===== src/rtl/cifh_pkg.sv =====
package cifh_pkg;
  typedef enum logic [2:0] {
    ST_IDLE, ST_ADDR, ST_AACK, ST_WDAT, ST_WACK, ST_RDAT, ST_RACK, ST_SKIP
  } bus_st_e;

  // status byte positions of the latched flags (clear-on-read mask)
  localparam logic [7:0] STAT_CLR_MASK = 8'b0111_1010;
endpackage


===== src/rtl/cifh_line_filter.sv =====
module cifh_line_filter #(
  parameter int FILT_CYC = 13,
  parameter bit RST_VAL  = 1'b1
) (
  input  logic clk,
  input  logic rst_n,
  input  logic line_i,
  output logic line_o
);
  localparam int CW = $clog2(FILT_CYC + 1);

  logic [1:0]    sync_q;
  logic [CW-1:0] cnt_q, cnt_d;
  logic          out_q, out_d;

  always_comb begin
    out_d = out_q;
    cnt_d = '0;
    if (sync_q[1] != out_q) begin
      if (cnt_q == CW'(FILT_CYC - 1)) out_d = sync_q[1];
      else                            cnt_d = cnt_q + 1'b1;
    end
  end

  always_ff @(posedge clk or negedge rst_n) begin
    if (!rst_n) begin
      sync_q <= {2{RST_VAL}};
      cnt_q  <= '0;
      out_q  <= RST_VAL;
    end else begin
      sync_q <= {sync_q[0], line_i};
      cnt_q  <= cnt_d;
      out_q  <= out_d;
    end
  end

  assign line_o = out_q;

  // the output only moves once the new level has persisted long enough
  p_filt_persist_r10: assert property (@(posedge clk) disable iff (!rst_n)
    (out_q != $past(out_q)) |-> ($past(cnt_q) == CW'(FILT_CYC - 1)));
endmodule


===== src/rtl/cifh_bus_engine.sv =====
module cifh_bus_engine
  import cifh_pkg::*;
(
  input  logic       clk,
  input  logic       rst_n,
  input  logic       scl_f,
  input  logic       sda_f,
  input  logic [6:0] dev_addr,
  input  logic [7:0] status_i,
  output logic       ctrl_stb_o,
  output logic [7:0] ctrl_data_o,
  output logic       rd_done_o,
  output logic [7:0] rd_snap_o,
  output logic       sda_pull_o
);
  bus_st_e    st_q, st_d;
  logic [3:0] cnt_q, cnt_d;
  logic [7:0] sh_q, sh_d, snap_q, snap_d;
  logic       stb_q, stb_d, rdn_q, rdn_d;
  logic       scl_q, sda_q;

  logic start_det, stop_det, scl_rise, scl_fall;
  assign start_det = scl_f & scl_q & sda_q & ~sda_f;
  assign stop_det  = scl_f & scl_q & ~sda_q & sda_f;
  assign scl_rise  = scl_f & ~scl_q;
  assign scl_fall  = ~scl_f & scl_q;

  always_comb begin
    st_d   = st_q;
    cnt_d  = cnt_q;
    sh_d   = sh_q;
    snap_d = snap_q;
    stb_d  = 1'b0;
    rdn_d  = 1'b0;
    if (start_det) begin
      st_d  = ST_ADDR;
      cnt_d = '0;
    end else if (stop_det) begin
      st_d = ST_IDLE;
    end else begin
      case (st_q)
        ST_ADDR, ST_WDAT: begin
          if (scl_rise) begin
            sh_d  = {sh_q[6:0], sda_f};
            cnt_d = cnt_q + 4'd1;
          end else if (scl_fall && cnt_q == 4'd8) begin
            if (st_q == ST_WDAT) begin
              stb_d = 1'b1;
              st_d  = ST_WACK;
            end else if (sh_q[7:1] == dev_addr) begin
              st_d = ST_AACK;
            end else begin
              st_d = ST_SKIP;
            end
          end
        end
        ST_AACK: if (scl_fall) begin
          cnt_d = '0;
          if (sh_q[0]) begin
            st_d   = ST_RDAT;
            sh_d   = status_i;
            snap_d = status_i;
          end else begin
            st_d = ST_WDAT;
          end
        end
        ST_WACK: if (scl_fall) st_d = ST_SKIP;
        ST_RDAT: if (scl_fall) begin
          if (cnt_q == 4'd7) st_d = ST_RACK;
          else begin
            sh_d  = {sh_q[6:0], 1'b1};
            cnt_d = cnt_q + 4'd1;
          end
        end
        ST_RACK: if (scl_rise) begin
          rdn_d = 1'b1;
          st_d  = ST_SKIP;
        end
        default: ;
      endcase
    end
  end

  always_ff @(posedge clk or negedge rst_n) begin
    if (!rst_n) begin
      st_q   <= ST_IDLE;
      cnt_q  <= '0;
      sh_q   <= '0;
      snap_q <= '0;
      stb_q  <= 1'b0;
      rdn_q  <= 1'b0;
      scl_q  <= 1'b1;
      sda_q  <= 1'b1;
    end else begin
      st_q   <= st_d;
      cnt_q  <= cnt_d;
      sh_q   <= sh_d;
      snap_q <= snap_d;
      stb_q  <= stb_d;
      rdn_q  <= rdn_d;
      scl_q  <= scl_f;
      sda_q  <= sda_f;
    end
  end

  assign ctrl_stb_o  = stb_q;
  assign ctrl_data_o = sh_q;
  assign rd_done_o   = rdn_q;
  assign rd_snap_o   = snap_q;
  assign sda_pull_o  = (st_q == ST_AACK) | (st_q == ST_WACK) |
                       ((st_q == ST_RDAT) & ~sh_q[7]);

  // a control store happens only as the data byte ends
  p_store_at_ack_r2: assert property (@(posedge clk) disable iff (!rst_n)
    ctrl_stb_o |-> (st_q == ST_WACK));
  // a read completes once per transfer
  p_read_done_pulse_r3: assert property (@(posedge clk) disable iff (!rst_n)
    rd_done_o |=> !rd_done_o);
  // the bus is never pulled low while idle
  p_quiet_when_idle_r1: assert property (@(posedge clk) disable iff (!rst_n)
    (st_q == ST_IDLE) |-> !sda_pull_o);
endmodule


===== src/rtl/cifh_event_regs.sv =====
module cifh_event_regs
  import cifh_pkg::*;
#(
  parameter int HOLD_CYC = 127500
) (
  input  logic       clk,
  input  logic       rst_n,
  input  logic       pres_i,
  input  logic       io_lvl_i,
  input  logic       active_i,
  input  logic       sup_fault_i,
  input  logic       prot_fault_i,
  input  logic       mute_i,
  input  logic       early_i,
  input  logic       session_start_i,
  input  logic       rd_done_i,
  input  logic [7:0] rd_snap_i,
  output logic [7:0] status_o,
  output logic       irq_n_o
);
  localparam int NFLG = 5;
  localparam int HW   = $clog2(HOLD_CYC + 1);

  logic [NFLG-1:0] lat_q, lat_d, evt, clr;
  logic [7:0]      snap_m;
  logic            pres_q;
  logic [HW-1:0]   hold_q, hold_d;
  logic            hold_busy;

  // flag index: 0 presence change, 1 supply, 2 protection, 3 mute, 4 early
  assign evt    = {early_i, mute_i, prot_fault_i, sup_fault_i, pres_i ^ pres_q};
  assign snap_m = rd_snap_i & STAT_CLR_MASK & {8{rd_done_i}};
  assign clr    = {snap_m[6] | session_start_i, snap_m[5] | session_start_i,
                   snap_m[4], snap_m[3], snap_m[1]};
  assign lat_d  = (lat_q & ~clr) | evt;

  always_comb begin
    hold_d = hold_q;
    if (sup_fault_i)       hold_d = HW'(HOLD_CYC);
    else if (hold_q != '0) hold_d = hold_q - 1'b1;
  end

  always_ff @(posedge clk or negedge rst_n) begin
    if (!rst_n) begin
      lat_q  <= '0;
      pres_q <= 1'b0;
      hold_q <= '0;
    end else begin
      lat_q  <= lat_d;
      pres_q <= pres_i;
      hold_q <= hold_d;
    end
  end

  assign hold_busy = (hold_q != '0);
  assign status_o  = {active_i, lat_q[4], lat_q[3], lat_q[2], lat_q[1],
                      io_lvl_i, lat_q[0], pres_i};
  assign irq_n_o   = ~((|lat_q) | sup_fault_i | hold_busy);

  // an event is never dropped, even against a clear in the same cycle
  for (genvar k = 0; k < NFLG; k++) begin : g_keep
    p_event_kept_r9: assert property (@(posedge clk) disable iff (!rst_n)
      evt[k] |=> lat_q[k]);
  end
  // the interrupt is still held as the supply fault goes away
  p_supply_hold_r5: assert property (@(posedge clk) disable iff (!rst_n)
    $fell(sup_fault_i) |-> !irq_n_o);
endmodule


===== src/rtl/cifh_host_regs.sv =====
module cifh_host_regs #(
  parameter logic [6:0] BASE_ADDR7 = 7'h20,
  parameter int         SEL_W      = 3,
  parameter int         FILT_CYC   = 13,
  parameter int         HOLD_CYC   = 127500
) (
  input  logic             clk,
  input  logic             rst_n,
  input  logic             scl_i,
  input  logic             sda_i,
  input  logic [SEL_W-1:0] sel_i,
  input  logic             pres_i,
  input  logic             io_lvl_i,
  input  logic             active_i,
  input  logic             sup_fault_i,
  input  logic             prot_fault_i,
  input  logic             mute_i,
  input  logic             early_i,
  output logic [7:0]       ctrl_o,
  output logic             sda_pull_o,
  output logic             irq_n_o
);
  localparam int PAD_W = 7 - SEL_W;

  logic       scl_f, sda_f;
  logic [6:0] dev_addr;
  logic       ctrl_stb, rd_done, session_start;
  logic [7:0] ctrl_wdata, rd_snap, status;
  logic [7:0] ctrl_q, ctrl_d;

  assign dev_addr = BASE_ADDR7 | {{PAD_W{1'b0}}, sel_i};

  logic [1:0] lines_raw, lines_flt;
  assign lines_raw = {sda_i, scl_i};
  for (genvar i = 0; i < 2; i++) begin : g_filt
    cifh_line_filter #(.FILT_CYC(FILT_CYC), .RST_VAL(1'b1)) u_flt (
      .clk(clk), .rst_n(rst_n), .line_i(lines_raw[i]), .line_o(lines_flt[i]));
  end
  assign scl_f = lines_flt[0];
  assign sda_f = lines_flt[1];

  cifh_bus_engine u_eng (
    .clk(clk), .rst_n(rst_n), .scl_f(scl_f), .sda_f(sda_f),
    .dev_addr(dev_addr), .status_i(status),
    .ctrl_stb_o(ctrl_stb), .ctrl_data_o(ctrl_wdata),
    .rd_done_o(rd_done), .rd_snap_o(rd_snap), .sda_pull_o(sda_pull_o));

  assign session_start = ctrl_stb & ctrl_wdata[0] & ~ctrl_q[0];

  cifh_event_regs #(.HOLD_CYC(HOLD_CYC)) u_evt (
    .clk(clk), .rst_n(rst_n), .pres_i(pres_i), .io_lvl_i(io_lvl_i),
    .active_i(active_i), .sup_fault_i(sup_fault_i), .prot_fault_i(prot_fault_i),
    .mute_i(mute_i), .early_i(early_i), .session_start_i(session_start),
    .rd_done_i(rd_done), .rd_snap_i(rd_snap), .status_o(status),
    .irq_n_o(irq_n_o));

  always_comb begin
    ctrl_d = ctrl_q;
    if (ctrl_stb) ctrl_d = ctrl_wdata;
  end

  always_ff @(posedge clk or negedge rst_n) begin
    if (!rst_n) ctrl_q <= 8'h00;
    else        ctrl_q <= ctrl_d;
  end

  assign ctrl_o = ctrl_q;

  // the control byte moves only on a completed write
  p_ctrl_write_only_r2: assert property (@(posedge clk) disable iff (!rst_n)
    !ctrl_stb |=> $stable(ctrl_q));
endmodule


===== config.mk =====
export PLATFORM = sky130hd
export DESIGN_NAME = cifh_host_regs
export DESIGN_NICKNAME = d
export VERILOG_FILES = /design/src/rtl/cifh_pkg.sv /design/src/rtl/cifh_line_filter.sv /design/src/rtl/cifh_bus_engine.sv /design/src/rtl/cifh_event_regs.sv /design/src/rtl/cifh_host_regs.sv
export SDC_FILE = /design/constraint.sdc
export NUM_CORES = 1
export LEC_CHECK = 0
export ABC_CLOCK_PERIOD_IN_PS = 3000
export CAP_MARGIN = 40
export CORE_MARGIN = 8
export CORE_UTILIZATION = 40
export CTS_CLUSTER_DIAMETER = 80
export DETAILED_ROUTE_END_ITERATION = 8
export DONT_BUFFER_PORTS = 1
export GPL_ROUTABILITY_DRIVEN = 1
export REMOVE_ABC_BUFFERS = 1
export SLEW_MARGIN = 10
export SYNTH_ARGS = -nofsm -noshare
export SYNTH_HDL_FRONTEND = slang
export SYNTH_SLANG_ARGS = --single-unit

===== constraint.sdc =====
create_clock -name clk -period 3 [get_ports clk]
set_input_delay 0.3 -clock clk [delete_from_list [all_inputs] [get_ports clk]]
set_output_delay 0.3 -clock clk [all_outputs]
set_load 0.03 [all_outputs]

==> impl.org <==
** CTS
- The tree is rooted in a sky130_fd_sc_hd__clkbuf_8.
- Clock tree synthesis inserted a total of 9 buffers.
- Latest clock arrival within the worst-skew pair :: 350 ps
- After clock tree synthesis, the clock-pin slew on the worst setup and hold paths is 70 ps.
- TritonCTS clock tree :: done
- After clock tree synthesis, the repair step resized 0 gates.
- The H-tree was split into 3 levels.
- No sink is reached through more buffers than the 2 on the longest clock path.
- CTS sink count :: 69

** Timing
- Worst-case setup margin in the final layout :: 330 ps
- For the final routed database, the setup TNS stands at 0 ps.
- Count of final setup violators :: 0
- Achievable clock frequency :: 375 MHz
- Crit path time final :: 2670 ps
- Setup repair after global routing left no endpoint under its margin.
- Count of endpoints failing hold in the final timing report :: 0
- Period utilization :: 89.0%
- Worst Max-Slew Pin Slew :: 671 ps
- On the final layout, the worst clock skew is 10.5 ps.
- Max_slew headroom :: 54.1%
- The count of final max-slew check failures is 0.
- Worst slack on hold paths :: 26.0 ps

** Routing
- Total wirelength of the detailed-routed design :: 6.70 mm
- The first detailed-routing pass took 4 iterations.
- Number of antenna-violating nets in the routed design :: 0
- Drt first-iter violations :: 111
- Residual DRC :: 0
- Vias per Instance :: 5.36
- The routed layout has 2,328 vias.
- Detailed-route wire length per cell :: 15.4 um

** Floorplan
- The floorplan step set the die height to 108 um.
- In this run the horizontal extent of the chip is 108 um.
- Number of I/O pins :: 24
- Area of the placeable core :: 8220 um2
- Number of rows created at floorplan :: 33
- Die Outline Area :: 11,700 um2
- Effective utilization at floorplan :: 41.3%

** Synth
- Of the post-synthesis cell area, the dominant cell type holds 45.0%.
- Share of flip-flops with an asynchronous set or reset :: 100%
- In the post-synthesis netlist, the biggest area contributors are sky130_fd_sc_hd__dfrtp_1 45%, sky130_fd_sc_hd__dfstp_2 6.2%, sky130_fd_sc_hd__mux2_2 5.0%.
- Synthesis inferred 69 register bits.
- Synth Warn # :: 0
- The netlist uses 58 different library cells.
- Of all cell types, the one taking the most synthesized area is sky130_fd_sc_hd__dfrtp_1.
- Yosys mapped a number of flops with a built-in enable equal to 0.
- In the synthesized netlist, the cells that appear most often are 61 x sky130_fd_sc_hd__dfrtp_1, 23 x sky130_fd_sc_hd__nand2_1, 22 x sky130_fd_sc_hd__nor2_1, 18 x sky130_fd_sc_hd__inv_1, 15 x sky130_fd_sc_hd__mux2_2.
- Among all cell types in the netlist, the one instantiated most often is sky130_fd_sc_hd__dfrtp_1.
- Sequential area share after synthesis :: 51.1%
- Post-synth top flop :: sky130_fd_sc_hd__dfrtp_1
- Post-synthesis cell count :: 316
- Netlist area before placement :: 3400 um2
- In this run the mean area of a mapped cell was 10.7 um2.

** Cells and area
- Diodes inserted :: 0
- Of the cells placed in the final design, the portion with a size suffix greater than 1 is 16.1%.
- Post-layout net count :: 345
- Counting the fill cells in the layout gives 771.
- Post-synthesis to final-layout area growth :: 11.0%

** Hold path
- The tightest min-delay check is of the in2reg type.

** Placement
- Final weighted congestion in routability-driven placement :: 0.777
- In this run the tool buffered the top-level ports with 0 buffer cells.
- Detailed placement ended at an HPWL of 4.45 mm.
- Prior to clock tree synthesis, the placed netlist has a worst setup slack of 668 ps.

** GRT
- Initial antenna violation count :: 0
- Vias in the first global route :: 2,277
- Aggregate global routing overflow :: 0
- Entering global routing, the biggest net connects 70 pins.
- Global-route usage over all layers :: 12.1%
- Global-route wire length before repair :: 11.2 mm

** Pwr
- Leak Pwr :: 1.57 nW
- Dividing total power by cell area gives a power density of 487 nW/um2.
- Worst IR Drop VDD :: 0.272 mV

** Worst setup path
- At the worst endpoint, the required time is 2700 ps.
- For the worst setup path, the data arrival time is 2370 ps.
- Critical path startpoint category :: flop
- By startpoint and endpoint, the worst setup path is classified as reg2out.
- Worst setup EP type :: output port
- In this run the worst path has a maximum fanout of 6.

** Flow run
- Maximum Capacitance Violations :: 0

** Run status
- Outcome :: finished, final reports clean
## stage by stage
step	std cells	instance area (um2)	util, %	total power, mW
2_1_floorplan	302	3340	-	1.11
3_3_place_gp	411	3500	42.6	1.14
3_5_place_dp	411	3500	42.6	1.14
4_1_cts	432	3750	45.6	1.86
5_1_grt	434	3770	45.9	1.93
6_report	434	3770	45.9	1.84
## worst paths after layout
check | to | slack, ps | depth (start not counted) | from
min in group asynchronous | u_evt.hold_q[12] | 520 | 2 | rst_n
min | u_evt.hold_q[11] | 30 | 1 | sup_fault_i
min reg2reg | g_filt[1].u_flt.sync_q[1] | 360 | 0 | g_filt[1].u_flt.sync_q[0]
max | irq_n_o | 330 | 5 | u_evt.hold_q[6]
max reg2reg | u_evt.hold_q[13] | 790 | 5 | u_evt.hold_q[6]
max in group asynchronous | g_filt[1].u_flt.line_o | 2160 | 2 | rst_n
## where the power goes
| group | switching, mW | internal [mW] |
|---|---|---|
| registers | 0.0377 | 0.967 |
| clock network | 0.345 | 0.341 |
| logic | 0.0780 | 0.0674 |
| total | 0.460 | 1.38 |
## final cells by class
class / instances / area [um2] / share of cell area, %
Timing Repair Buffer: 11 / 118 / 3.12
Sequential cell: 69 / 1740 / 46.1
Clock inverter: 4 / 22.5 / 0.598
Multi-Input combinational cell: 215 / 1540 / 40.8
Inverter: 18 / 67.6 / 1.79
Tap cell: 105 / 131 / 3.49
Clock buffer: 12 / 155 / 4.12
## timing repair
action	in CTS	in global routing
hold buffers	5	2
buffers inserted	0	0
endpoints found under the hold margin	72	5
## registers in the layout (all words and copies together) (netlist names), 2 cells and up
signal	flops
u_evt.hold_q	17
u_eng.ctrl_data_o	8
u_eng.cnt_q	4
ctrl_o	8
g_filt.u_flt.line_o	2
u_evt.lat_q	5
g_filt.u_flt.cnt_q	8
u_eng.st_q	3
g_filt.u_flt.sync_q	4
u_eng.rd_snap_o	5
## cells by family after synthesis
family | synth area share, %
buf+inv | 3.57
simple gates | 18.4
xor+xnor | 4.38
compound gates | 13.7
mux | 6.19
fa+ha+maj | 2.58
flops | 51.1
## critical path, cell delays in order, from the launching register on
cell	delay, ps
sky130_fd_sc_hd__dfrtp_1	400
sky130_fd_sc_hd__or4_4	590
sky130_fd_sc_hd__nor3_2	330
sky130_fd_sc_hd__nand3_1	250
sky130_fd_sc_hd__nor4_1	270
sky130_fd_sc_hd__buf_4	210
## layout by cell type (no fill, tap or decap), types with 5 or more instances in the layout
cell type	synthesis	routed
sky130_fd_sc_hd__nor3_1	5	5
sky130_fd_sc_hd__or4_1	5	5
sky130_fd_sc_hd__o21ai_0	10	10
sky130_fd_sc_hd__nand2b_1	7	7
sky130_fd_sc_hd__a2bb2oi_1	5	5
sky130_fd_sc_hd__nand2_1	23	23
sky130_fd_sc_hd__dfstp_2	8	8
sky130_fd_sc_hd__o22ai_1	6	6
sky130_fd_sc_hd__xnor2_1	11	11
sky130_fd_sc_hd__a21oi_1	12	12
sky130_fd_sc_hd__inv_1	18	18
sky130_fd_sc_hd__dfrtp_1	61	61
sky130_fd_sc_hd__nor2b_1	7	7
sky130_fd_sc_hd__xor2_1	6	6
sky130_fd_sc_hd__nand3_1	10	10
sky130_fd_sc_hd__dlygate4sd3_1	0	6
sky130_fd_sc_hd__clkbuf_8	0	11
sky130_fd_sc_hd__mux2_2	15	15
sky130_fd_sc_hd__nor2_1	22	22
sky130_fd_sc_hd__ha_1	7	7
## metal layers
metal,global-route usage [%],share of wire (%),vias to the layer above
met5,0,0,-
met4,5.05,1.2,0
met3,3.69,3.8,6
met2,17.7,45,35
met1,16.2,50,1138
li1,-,-,1149
Power figures use the tool's default switching activity.
